===== src/rtl/tba_pkg.sv =====
package tba_pkg;
    typedef enum logic [1:0] {
        ST_IDLE  = 2'd0,
        ST_ISSUE = 2'd1,
        ST_FAULT = 2'd2
    } agen_state_e;
endpackage


===== src/rtl/tba_tile_base.sv =====
// Tile coordinates to tile byte base and burst length.
module tba_tile_base #(
    parameter int MAXL   = 10,
    parameter int LOG_W  = 4,
    parameter int EB     = 3,
    localparam int ADDR_W = 2*MAXL + EB,
    localparam int LEN_W  = 2*MAXL + 1
) (
    input  logic [MAXL-1:0]   tile_r,
    input  logic [MAXL-1:0]   tile_c,
    input  logic [LOG_W-1:0]  lt,
    input  logic [LOG_W-1:0]  lk,
    output logic [ADDR_W-1:0] base,
    output logic [LEN_W-1:0]  blen
);
    logic [2*MAXL-1:0] idx;
    logic [2*MAXL-1:0] elem;

    always_comb begin
        idx  = ({{MAXL{1'b0}}, tile_r} << lt) | {{MAXL{1'b0}}, tile_c};
        elem = idx << {lk, 1'b0};
        base = ADDR_W'(elem) << EB;
        blen = LEN_W'(1) << {lk, 1'b0};
    end
endmodule


===== src/rtl/tba_elem_xlate.sv =====
// Logical (row, col) to physical byte address in the tiled layout.
module tba_elem_xlate #(
    parameter int MAXL   = 10,
    parameter int LOG_W  = 4,
    parameter int EB     = 3,
    localparam int ADDR_W = 2*MAXL + EB
) (
    input  logic [MAXL-1:0]   r,
    input  logic [MAXL-1:0]   c,
    input  logic [LOG_W-1:0]  ln,
    input  logic [LOG_W-1:0]  lk,
    output logic [ADDR_W-1:0] phys
);
    logic [MAXL-1:0]   kmask;
    logic [LOG_W-1:0]  lt;
    logic [2*MAXL-1:0] tile_idx;
    logic [2*MAXL-1:0] inner;
    logic [2*MAXL-1:0] elem;

    always_comb begin
        lt       = ln - lk;
        kmask    = (MAXL'(1) << lk) - MAXL'(1);
        tile_idx = ({{MAXL{1'b0}}, (r >> lk)} << lt) | {{MAXL{1'b0}}, (c >> lk)};
        inner    = ({{MAXL{1'b0}}, (r & kmask)} << lk) | {{MAXL{1'b0}}, (c & kmask)};
        elem     = (tile_idx << {lk, 1'b0}) + inner;
        phys     = ADDR_W'(elem) << EB;
    end
endmodule


===== src/rtl/tile_burst_agen.sv =====
module tile_burst_agen
    import tba_pkg::*;
#(
    parameter int MAX_LOG2_N = 10,
    parameter int LOG_W      = 4,
    parameter int ELEM_LOG2  = 3,
    localparam int ADDR_W    = 2*MAX_LOG2_N + ELEM_LOG2,
    localparam int LEN_W     = 2*MAX_LOG2_N + 1
) (
    input  logic                  clk,
    input  logic                  rst_n,
    input  logic                  start,
    input  logic                  pass_col,
    input  logic                  dir_wr,
    input  logic [LOG_W-1:0]      log2_n,
    input  logic [LOG_W-1:0]      log2_k,
    input  logic                  addr_ready,
    output logic                  addr_valid,
    output logic [ADDR_W-1:0]     tile_base,
    output logic [LEN_W-1:0]      burst_len,
    output logic [MAX_LOG2_N-1:0] stripe_idx,
    output logic                  stripe_done,
    output logic                  pass_done,
    output logic                  cfg_err,
    input  logic [MAX_LOG2_N-1:0] xl_row,
    input  logic [MAX_LOG2_N-1:0] xl_col,
    output logic [ADDR_W-1:0]     xl_addr
);
    localparam int CW = MAX_LOG2_N;

    agen_state_e state_q, state_d;

    logic [LOG_W-1:0] ln_q, lk_q, lt_q;
    logic             col_q, wr_q, fence_open_q;
    logic [CW-1:0]    j_q, s_q, last_idx;
    logic [CW:0]      tiles_per_side;
    logic             stripe_done_q, pass_done_q;
    logic             cfg_bad, accept, bad_start, fire, sweep_end;
    logic [CW-1:0]    tile_r, tile_c;

    always_comb begin
        cfg_bad        = (log2_k > log2_n) || (log2_n > LOG_W'(MAX_LOG2_N));
        accept         = start && (state_q != ST_ISSUE) && !cfg_bad
                         && (pass_col == fence_open_q);
        bad_start      = start && (state_q != ST_ISSUE) && cfg_bad;
        lt_q           = ln_q - lk_q;
        tiles_per_side = (CW+1)'(1) << lt_q;
        last_idx       = CW'(tiles_per_side - (CW+1)'(1));
        fire           = (state_q == ST_ISSUE) && addr_ready;
        sweep_end      = fire && (j_q == last_idx);
        tile_r         = col_q ? j_q : s_q;
        tile_c         = col_q ? s_q : j_q;
    end

    // next-state logic
    always_comb begin
        state_d = state_q;
        unique case (state_q)
            ST_IDLE: begin
                if (bad_start)   state_d = ST_FAULT;
                else if (accept) state_d = ST_ISSUE;
            end
            ST_ISSUE: begin
                if (sweep_end)   state_d = ST_IDLE;
            end
            ST_FAULT: begin
                if (accept)      state_d = ST_ISSUE;
            end
            default:             state_d = ST_IDLE;
        endcase
    end

    always_ff @(posedge clk) begin
        if (!rst_n) state_q <= ST_IDLE;
        else        state_q <= state_d;
    end

    // sweep counters, stripe tracking, fence and done pulses
    always_ff @(posedge clk) begin
        if (!rst_n) begin
            ln_q          <= '0;
            lk_q          <= '0;
            col_q         <= 1'b0;
            wr_q          <= 1'b0;
            fence_open_q  <= 1'b0;
            j_q           <= '0;
            s_q           <= '0;
            stripe_done_q <= 1'b0;
            pass_done_q   <= 1'b0;
        end else begin
            stripe_done_q <= 1'b0;
            pass_done_q   <= 1'b0;
            if (accept) begin
                ln_q  <= log2_n;
                lk_q  <= log2_k;
                col_q <= pass_col;
                wr_q  <= dir_wr;
                j_q   <= '0;
            end
            if (fire) begin
                if (sweep_end) begin
                    j_q <= '0;
                    if (wr_q) begin
                        stripe_done_q <= 1'b1;
                        if (s_q == last_idx) begin
                            pass_done_q  <= 1'b1;
                            s_q          <= '0;
                            fence_open_q <= ~fence_open_q;
                        end else begin
                            s_q <= s_q + CW'(1);
                        end
                    end
                end else begin
                    j_q <= j_q + CW'(1);
                end
            end
        end
    end

    tba_tile_base #(
        .MAXL(MAX_LOG2_N), .LOG_W(LOG_W), .EB(ELEM_LOG2)
    ) u_base (
        .tile_r(tile_r), .tile_c(tile_c), .lt(lt_q), .lk(lk_q),
        .base(tile_base), .blen(burst_len)
    );

    tba_elem_xlate #(
        .MAXL(MAX_LOG2_N), .LOG_W(LOG_W), .EB(ELEM_LOG2)
    ) u_xlate (
        .r(xl_row), .c(xl_col), .ln(log2_n), .lk(log2_k), .phys(xl_addr)
    );

    // output process
    always_comb begin
        addr_valid  = (state_q == ST_ISSUE);
        cfg_err     = (state_q == ST_FAULT);
        stripe_idx  = s_q;
        stripe_done = stripe_done_q;
        pass_done   = pass_done_q;
    end
endmodule


===== config.mk =====
export PLATFORM = sky130hd
export DESIGN_NAME = tile_burst_agen
export DESIGN_NICKNAME = d
export VERILOG_FILES = /design/src/rtl/tba_pkg.sv /design/src/rtl/tba_tile_base.sv /design/src/rtl/tba_elem_xlate.sv /design/src/rtl/tile_burst_agen.sv
export SDC_FILE = /design/constraint.sdc
export NUM_CORES = 1
export LEC_CHECK = 0
export ABC_AREA = 1
export ABC_CLOCK_PERIOD_IN_PS = 6820
export CORE_ASPECT_RATIO = 0.6
export CORE_MARGIN = 4
export CORE_UTILIZATION = 45
export DETAILED_ROUTE_END_ITERATION = 8
export GPL_TIMING_DRIVEN = 0
export PLACE_DENSITY = 0.71
export SLEW_MARGIN = 20
export SYNTH_ARGS = -nofsm -noshare
export SYNTH_HDL_FRONTEND = slang
export SYNTH_SLANG_ARGS = --single-unit

===== constraint.sdc =====
create_clock -name clk -period 6.82 [get_ports clk]
set_input_delay 1.364 -clock clk [delete_from_list [all_inputs] [get_ports clk]]
set_output_delay 1.364 -clock clk [all_outputs]
set_load 0.02 [all_outputs]

==> results of run 1 <==
[logic make-up after synthesis]
logic type / Yosys count / share of synthesized area [%]
fa+ha+maj: 33 / 5.95
compound gates: 257 / 19.3
mux: 8 / 1.09
flops: 35 / 9.57
simple gates: 761 / 46.2
xor+xnor: 42 / 5.03
buf+inv: 214 / 12.8
other cells: 1 / 0.0512
[per-layer routing]
layer | vias to the layer above | global-route usage (%) | wire length [µm]
li1 | 4777 | - | -
met5 | - | 0 | 0
met1 | 4495 | 53.7 | 15800
met4 | 0 | 2.79 | 103
met3 | 14 | 14.1 | 5190
met2 | 635 | 40.9 | 11300
[state kept, by name (all words and copies together), names as in the netlist]
register and count:
stripe_idx 10, j_q 10, ln_q 4, fence_open_q 1, stripe_done 1, state_q 2
col_q 1, lk_q 4, pass_done 1, wr_q 1
[critical path, delay by kind of cell]
kind / cells / cell delay [ps]
buffers and inverters: 7 / 890
AND/OR/NAND/NOR: 8 / 1090
adder cells (fa/ha/maj): 2 / 740
XOR/XNOR: 1 / 200
AO/OA/AOI/OAI: 6 / 1100
[metrics by stage]
step	cells	total power, µW	setup TNS (ps)	area [µm²]	setup WS [ps]
floorplan	1366	889	0	7390	5.53
global placement	1666	1200	-23250	8610	-2170
detailed placement	1666	1200	-22780	8610	-2160
CTS	1685	1460	0	9070	1.11
global route	1710	1660	-212	9620	-86.2
finish	1710	1560	0	9620	45.7
[worst paths after layout]
check	to	slack (ps)	startpoint	cells after the start
max	xl_addr[20]	50	log2_k[1]	24
min	state_q[1]	470	state_q[0]	1
max reg2reg	j_q[7]	2500	lk_q[1]	16
min reg2reg	state_q[1]	470	state_q[0]	1
[final cells by class]
class | count | area share (%)
Clock inverter | 2 | 0.130
Multi-Input combinational cell | 1117 | 64.7
Inverter | 139 | 5.82
Clock buffer | 6 | 1.34
Buffer | 75 | 5.54
Timing Repair Buffer | 133 | 12.6
Tap cell | 203 | 2.64
Sequential cell | 35 | 7.29
[repair_timing]
action | in CTS | in global routing
endpoints found under the setup margin | 18 | 15
pin swaps | 14 | 30
setup buffers | 11 | 23
gates resized for setup | 115 | 107
cloned | 0 | 2
[power by group]
group	switching [µW]	total, µW	internal, µW	leakage [µW]
clock network	93.9	229	135	0.0000669
registers	3.02	211	208	0.000283
logic	728	1120	397	0.00404
total	825	1560	740	0.00439
[cells in the final DEF, fill, tap and decap left out, types with 9 or more instances in the layout]
cell,netlist,final
xnor2_1,10,10
a21oi_2,1,12
clkbuf_2,0,9
a21oi_1,74,62
clkdlybuf4s50_1,0,79
nand4_1,19,19
nand3_1,180,166
dfxtp_1,35,35
conb_1,1,16
o21ai_2,1,10
nand2_1,391,385
o22ai_1,23,21
xor2_1,32,28
buf_2,12,10
buf_4,17,56
clkbuf_1,30,23
nand2_2,11,16
o21ai_1,6,10
nor2_4,4,9
nand3_2,6,18
inv_1,128,121
o21ai_0,119,103
ha_1,30,20
nor2_1,112,107
inv_2,6,10
buf_6,3,9
==> out/qor.txt, run 1 <==
Outcome: completed
Filler cell count: 1582
Ports: 115
Worst-margin pin slew: 775 ps
Clock buffer depth: 2
Req. time, crit path: 5460 ps
Fmax: 148 MHz
Leakage: 0.00439 µW
Cts bufs inserted: 5
Top cell by count, worst path: o21ai_4
Clock transition at the registers of the reported paths: 50 ps
Asr flop ratio synth: 0%
Primary FF master, synth: dfxtp_1
Drt total wl: 32300 µm
Synthesized flop and latch total: 35
Iteration-0 DRC Markers: 1485
Setup-failing EPs final: 0
Share of the synthesized area in the top cell type: 20.1%
Slowest cell delay on critical path: 490 ps
Post-synth EDFFs: 0
Worst vdd ir: 115 µV
Share of cells above drive strength 1: 15.9%
Nets: 1573
DP Wirelength: 25700 µm
HP Class: flop to flop
Post-synthesis sequential area ratio: 9.57%
Starting Density: 46.8%
Top cells by count, synth: nand2_1, nand3_1, inv_1
Avg WL per Cell: 18.9 µm
Final period utilization: 99.3%
Power Density: 163 nW/µm²
Post-route DRC: 0
Global route overflow: 0
DRT Pass-1 Iters: 6
Core Region: 15600 µm²
Max stage delay cell, worst path: fa_2
Largest net degree at the start of global routing: 12
Most frequent cell after synthesis: nand2_1
Final hold violations: 0
Die height: 107 µm
Post-Synthesis Cells: 1351
Initial antenna violation count: 0
Final number of max-transition violations: 0
Clock sinks: 35
Top cells by area, synth: nand2_1, nand3_1, dfxtp_1
H-tree depth: 2
Multi-input logic area: 6220 µm²
Synthesis Warnings: 0
Critical Path AT: 5410 ps
# Max-Cap Violations: 0
Die area: 18400 µm²
Rows: 35
First-pass GRT wire length: 49600 µm
Critical Path End Type: output pin
Synth area leader: nand2_1
Clock Skews: 5.51 ps
# port buffers: 97
Final antenna diode count: 0
CTS Root Cell: clkbuf_16
Library cells used by synthesis: 57
Post-route ant nets: 0
Syn avg cell area: 5.42 µm²
Vias: 9921
CP Class: input pin to output pin
Number of global-route vias before repair: 8932
GRT Total Usage: 33.5%
GPL Wtd Cong: 1.02
Sequential cell area: 701 µm²
Die X: 173 µm
Slew HR: 47.8%
Clock latency on the worst-skew pair: 290 ps
Crit path cell chain: buf_12 -> clkinv_8 -> buf_12 -> clkbuf_16 -> fa_2 -> inv_4 -> buf_4 -> nand4_1 -> o21ai_4 -> or2_4 -> nand2_2 -> nor3_4 -> ha_4 -> nand2_1 -> nand3_2 -> a31oi_4 -> o21ai_4 -> a21boi_4 -> o21ai_4 -> a21boi_2 -> nor2_2 -> nor2_2 -> xor2_2 -> buf_6
Fin crit period: 6770 ps
Post-synthesis cell area: 7320 µm²
Area growth, synth to finish: 31.4%
Hold_ws: 471 ps
Post-route core utilization: 61.5%
Hold_buf cts: 0
CTS tree: built
Maximum fanout along the worst path: 10
Vias/cell: 5.80
CP Launch Type: input pin
Note: power is estimated with default switching activity, not from simulation.
==> run 2, diff against run 1 <==
Settings changed: RECOVER_POWER set to 50.
==> run 2 against run 1 <==
Clock-buffer cell count stayed put. Via count increased by 0.46%. Non-clock buffer count did not move. Largest cell class unchanged. Largest power group unchanged. Highest routed layer unchanged.
==> out/qor.txt, run 2 (synthesis gave the netlist of run 1 again) <==
Outcome: completed (unchanged)
Clock Skews: 7.03 ps (was 5.51 ps)
Core Region: 15600 µm² (unchanged)
Worst vdd ir: 115 µV (about the same)
Final WS setup: 56.4 ps (was 45.7 ps)
Initial antenna violation count: 0 (unchanged)
Die area: 18400 µm² (unchanged)
HP Class: flop to flop (unchanged)
CP Class: input pin to output pin (unchanged)
DP Wirelength: 25700 µm (unchanged)
First-pass GRT wire length: 49600 µm (unchanged)
Critical Path End Type: output pin (unchanged)
# port buffers: 97 (unchanged)
Post-route ant nets: 0 (unchanged)
CTS Root Cell: clkbuf_16 (unchanged)
Sequential group share of total power: 13.5% (about the same)
GPL Wtd Cong: 1.02 (unchanged)
Critical Path AT: 5400 ps (was 5410 ps)
Area growth, synth to finish: 31.2% (was 31.4%)
Slew HR: 46.9% (was 47.8%)
Maximum fanout along the worst path: 10 (unchanged)
Number of global-route vias before repair: 8932 (unchanged)
Share of cells above drive strength 1: 15.6% (was 15.9%)
Rows: 35 (unchanged)
H-tree depth: 2 (unchanged)
GRT Total Usage: 33.5% (unchanged)
Clock latency on the worst-skew pair: 290 ps (about the same)
CP Launch Type: input pin (unchanged)
Fin crit period: 6760 ps (was 6770 ps)
Most common cell after layout, fill and taps aside: nand2_1 (unchanged)
Global route overflow: 0 (unchanged)
Cts bufs inserted: 5 (unchanged)
Hold_buf cts: 0 (unchanged)
# Max-Cap Violations: 0 (unchanged)
Fmax: 148 MHz (about the same)
Req. time, crit path: 5460 ps (about the same)
Final number of max-transition violations: 0 (unchanged)
Die height: 107 µm (unchanged)
Combinational Power Share: 71.8% (was 71.9%)
Internal power: 738 µW (was 740 µW)
Sw frac: 52.7% (about the same)
Final antenna diode count: 0 (unchanged)
Worst-margin pin slew: 789 ps (was 775 ps)
Post-route DRC: 0 (unchanged)
Hold_ws: 479 ps (was 471 ps)
Drt total wl: 32300 µm (about the same)
Iteration-0 DRC Markers: 1430 (was 1485)
Clock buffer depth: 2 (unchanged)
Psw: 824 µW (was 825 µW)
Filler cell count: 1585 (was 1582)
CTS tree: built (unchanged)
Vias/cell: 5.83 (was 5.80)
Clock share of power: 14.7% (was 14.6%)
Avg WL per Cell: 18.9 µm (about the same)
Power Density: 163 nW/µm² (about the same)
Starting Density: 46.8% (unchanged)
Most frequent cells in the layout: nand2_1, nand3_1, inv_1, nor2_1, o21ai_0 (unchanged)
Final period utilization: 99.2% (was 99.3%)
Nets: 1573 (unchanged)
Leakage: 0.00447 µW (was 0.00439 µW)
Final hold violations: 0 (unchanged)
Clock transition at the registers of the reported paths: 50 ps (about the same)
Vias: 9967 (was 9921)
Place WS: -2160 ps (unchanged)
Die X: 173 µm (unchanged)
Setup-failing EPs final: 0 (unchanged)
Ports: 115 (unchanged)
DRT Pass-1 Iters: 6 (unchanged)
Largest net degree at the start of global routing: 12 (unchanged)
Clock sinks: 35 (unchanged)
Post-route core utilization: 61.4% (was 61.5%)
==> run 2: changes by cell type in the layout (fill, tap and decap cells not counted), moves of 2 or more <==
cell,previous run,this run
nand3_1,166,168
dlygate4sd3_1,0,24
clkdlybuf4s50_1,79,55
nand3_2,18,16
==> run 2: power groups by stage <==
| stage | clock network (µW) | registers (µW) | logic (µW) |
|---|---|---|---|
| 2_1_floorplan | 0 | 214 | 675 |
| 3_3_place_gp | 0 | 215 | 986 |
| 3_5_place_dp | 0 | 215 | 985 |
| 4_1_cts | 231 | 211 | 1020 |
| 5_1_grt | 238 | 212 | 1210 |
| 6_report | 229 | 211 | 1120 |
==> run 2: layer usage <==
| layer | wire length, µm | vias to the layer above | track usage [%] | share of wire (%) |
|---|---|---|---|---|
| li1 | - | 4781 | - | - |
| met1 | 15800 | 4500 | 53.7 | 49 |
| met2 | 11100 | 665 | 40.9 | 34 |
| met3 | 5220 | 21 | 14.1 | 16 |
| met4 | 178 | 0 | 2.79 | 0.55 |
| met5 | 0 | - | 0 | 0 |
==> run 2: layout make-up <==
| cell class | count | area (µm²) | share of cell area [%] |
|---|---|---|---|
| Multi-Input combinational cell | 1117 | 6200 | 64.6 |
| Clock inverter | 2 | 12.5 | 0.130 |
| Timing Repair Buffer | 133 | 1210 | 12.6 |
| Clock buffer | 6 | 129 | 1.34 |
| Tap cell | 203 | 254 | 2.64 |
| Inverter | 139 | 559 | 5.82 |
| Sequential cell | 35 | 701 | 7.30 |
| Buffer | 75 | 533 | 5.55 |
==> run 2: path summary, 6_finish.rpt <==
| path | start | end | slack [ps] | cells after the start |
|---|---|---|---|---|
| setup / recovery | log2_k[1] | xl_addr[20] | 60 | 24 |
| hold reg to reg | wr_q | wr_q | 480 | 2 |
| setup reg to reg | lk_q[1] | j_q[7] | 2320 | 16 |
| hold / removal | wr_q | wr_q | 480 | 2 |
==> run 2: worst max-delay path: stages <==
cell       delay (ps)
buf_12            120
clkinv_8           80
buf_12            150
clkbuf_16         160
fa_2              490
inv_4             120
buf_4             110
nand4_1           170
o21ai_4           270
or2_4             170
nand2_2            80
nor3_4            250
ha_4              250
nand2_1            80
nand3_2           130
a31oi_4           230
o21ai_4            90
a21boi_4          180
o21ai_4            90
a21boi_2          230
nor2_2             60
nor2_2            150
xor2_2            200
buf_6             140
==> run 2: per-stage QoR <==
stage                     area, µm²  cells  TNS, ps  total power [µW]
after floorplan                7390   1366        0               889
after global routing           9600   1710     -212              1660
after CTS                      9070   1685        0              1460
after global placement         8610   1666   -23250              1200
final                          9600   1710        0              1560
after detailed placement       8610   1666   -22780              1200
==> run 2: timing repair <==
item                                    CTS  global route
pin swaps                                14            30
cloned                                    0             2
buffers inserted                         11            23
gates resized for setup                 115           107
endpoints found under the setup margin   18            15
==> run 3, diff against run 2 <==
Settings changed: ABC_CLOCK_PERIOD_IN_PS 6820 to 7100, PLACE_DENSITY 0.71 to 0.69.
Clock period 6.82 ns to 7.1 ns, I/O delays scaled along.
==> run 3 against run 2 <==
Sequential power decreased by 4%. Largest cell class unchanged. Routed wire length decreased by 3.8%. Sequential share of layout area increased by 0.30 points.
==> out/qor.txt, run 3 (synthesis gave the netlist of run 1 again) <==
Clock sinks: 35 (unchanged)
Post-route DRC: 0 (unchanged)
Maximum fanout along the worst path: 11 (was 10)
Die area: 18400 µm² (unchanged)
Worst path bufs/invs: 8 (was 7)
Critical path's top delay family: buffers and inverters (was compound AO/OA/AOI/OAI gates)
Number of global-route vias before repair: 8619 (was 8932)
CTS Root Cell: clkbuf_16 (unchanged)
Combinational Power Share: 71.0% (was 71.8%)
Most frequent cells in the layout: nand2_1, nand3_1, inv_1, nor2_1, o21ai_0 (unchanged)
Internal reg-to-reg setup slack: 2510 ps (was 2320 ps)
Critical Path End Type: output pin (unchanged)
Sw frac: 52.9% (was 52.7%)
Final WS setup: 39.3 ps (was 56.4 ps)
Outcome: completed (unchanged)
HP Class: flop to flop (unchanged)
# Max-Cap Violations: 0 (unchanged)
Placed Area: 8610 µm² (about the same)
GPL Wtd Cong: 1.02 (about the same)
GRT Total Usage: 32.3% (was 33.5%)
Die height: 107 µm (unchanged)
Final antenna diode count: 0 (unchanged)
Most common cell after layout, fill and taps aside: nand2_1 (unchanged)
Placed cells: 1666 (unchanged)
Final period utilization: 99.4%
Largest net degree at the start of global routing: 12 (unchanged)
Setup-failing EPs final: 0 (unchanged)
Final number of max-transition violations: 0 (unchanged)
# port buffers: 97 (unchanged)
Post-route ant nets: 0 (unchanged)
Clock transition at the registers of the reported paths: 50 ps (about the same)
Hold_buf cts: 0 (unchanged)
Fmax: 142 MHz
DP Wirelength: 25100 µm (was 25700 µm)
Setup TNS: 0 ps (unchanged)
Design Power: 1460 µW (was 1560 µW)
Avg WL per Cell: 18.4 µm (was 18.9 µm)
DRT Pass-1 Iters: 8 (was 6)
Slowest cell delay on critical path: 320 ps (was 490 ps)
H-tree depth: 2 (unchanged)
Psw: 770 µW (was 824 µW)
CP Launch Type: input pin (unchanged)
Internal power: 686 µW (was 738 µW)
Initial antenna violation count: 0 (unchanged)
Global route overflow: 0 (unchanged)
CP Class: input pin to output pin (unchanged)
First-pass GRT wire length: 47700 µm (was 49600 µm)
Clock latency on the worst-skew pair: 290 ps (about the same)
Max stage delay cell, worst path: ha_2 (was fa_2)
Vias: 9766 (was 9967)
Drt total wl: 31100 µm (was 32300 µm)
Slew HR: 49.5% (was 46.9%)
Clock share of power: 15.1% (was 14.7%)
Worst-margin pin slew: 749 ps (was 789 ps)
Rows: 35 (unchanged)
Critical Path AT: 5640 ps (was 5400 ps)
Die X: 173 µm (unchanged)
Leakage: 0.00431 µW (was 0.00447 µW)
Clock buffer depth: 2 (unchanged)
Ports: 115 (unchanged)
Share of cells above drive strength 1: 12.4% (was 15.6%)
Post-route insts no fill: 1691 (was 1710)
Req. time, crit path: 5680 ps (was 5460 ps)
Area growth, synth to finish: 26.1% (was 31.2%)
Filler cell count: 1626 (was 1585)
Vias/cell: 5.78 (was 5.83)
Power Density: 158 nW/µm² (was 163 nW/µm²)
Clock Skews: 8.09 ps (was 7.03 ps)
Core Region: 15600 µm² (unchanged)
Fin crit period: 7060 ps
Final Cell Area: 9230 µm² (was 9600 µm²)
Final hold violations: 0 (unchanged)
Iteration-0 DRC Markers: 1401 (was 1430)
Nets: 1554 (was 1573)
Worst vdd ir: 107 µV (was 115 µV)
Starting Density: 46.8% (unchanged)
CTS tree: built (unchanged)
RSZ-0062 raised after global routing: true
Cts bufs inserted: 5 (unchanged)
Sequential group share of total power: 13.9% (was 13.5%)
Place WS: -1880 ps (was -2160 ps)
==> run 3: cell types whose count changed in the layout (fill, tap and decap cells not counted), moves of 3 or more <==
cell,change
nand3_2,-4
buf_4,-12
a21oi_1,+6
nand3_1,+6
a21oi_2,-6
dlygate4sd2_1,-3
clkbuf_2,-3
o21ai_1,+6
o21ai_2,-4
ha_1,+3
==> run 3: metrics by stage <==
step / util [%] / hold slack (ps)
after detailed placement: 55.1 / 472
after global placement: 55.1 / 445
final: 59.0 / 482
after CTS: 57.8 / 486
after global routing: 59.0 / 495
after floorplan: - / 423
==> run 3: per-layer routing <==
metal  routed length [µm]  global-route usage (%)  part of all wire [%]
met5                    0                       0                     0
met4                  219                    3.42                  0.70
met3                 5000                    15.0                    16
met2                10300                    38.0                    33
met1                15500                    51.7                    50
==> run 3: final timing paths <==
kind             start           to  depth (start not counted)
min reg2reg    ln_q[0]      ln_q[0]                          2
min            ln_q[0]      ln_q[0]                          2
max reg2reg    lk_q[1]       j_q[7]                         16
max          log2_k[1]  xl_addr[21]                         25
==> run 3: power groups by stage <==
| stage | clock network, µW | logic, µW | registers (µW) |
|---|---|---|---|
| 2_1_floorplan | 0 | 648 | 206 |
| 3_5_place_dp | 0 | 944 | 207 |
| 3_3_place_gp | 0 | 948 | 207 |
| 6_report | 220 | 1030 | 203 |
| 5_1_grt | 231 | 1120 | 203 |
| 4_1_cts | 221 | 976 | 203 |
==> run 3: area by class of cell <==
cell class / instances / area [µm²] / share of cell area [%]
Buffer: 74 / 468 / 5.07
Clock buffer: 6 / 129 / 1.40
Timing Repair Buffer: 115 / 1080 / 11.8
Clock inverter: 2 / 12.5 / 0.136
Tap cell: 203 / 254 / 2.75
Inverter: 139 / 549 / 5.95
Multi-Input combinational cell: 1117 / 6030 / 65.3
Sequential cell: 35 / 701 / 7.59
==> run 3: repair_timing <==
action,4_1_cts,5_1_grt
setup endpoints to repair,18,13
setup buffers,8,10
resized for setup,87,72
gates cloned,0,0
pin swaps,11,15
==> run 3: tightest hold or removal path: cells and delay by family (launching register included) <==
kind                   cells  cell delay, ps
AO/OA/AOI/OAI              1              60
buffers and inverters      1              70
flip-flops                 1             290
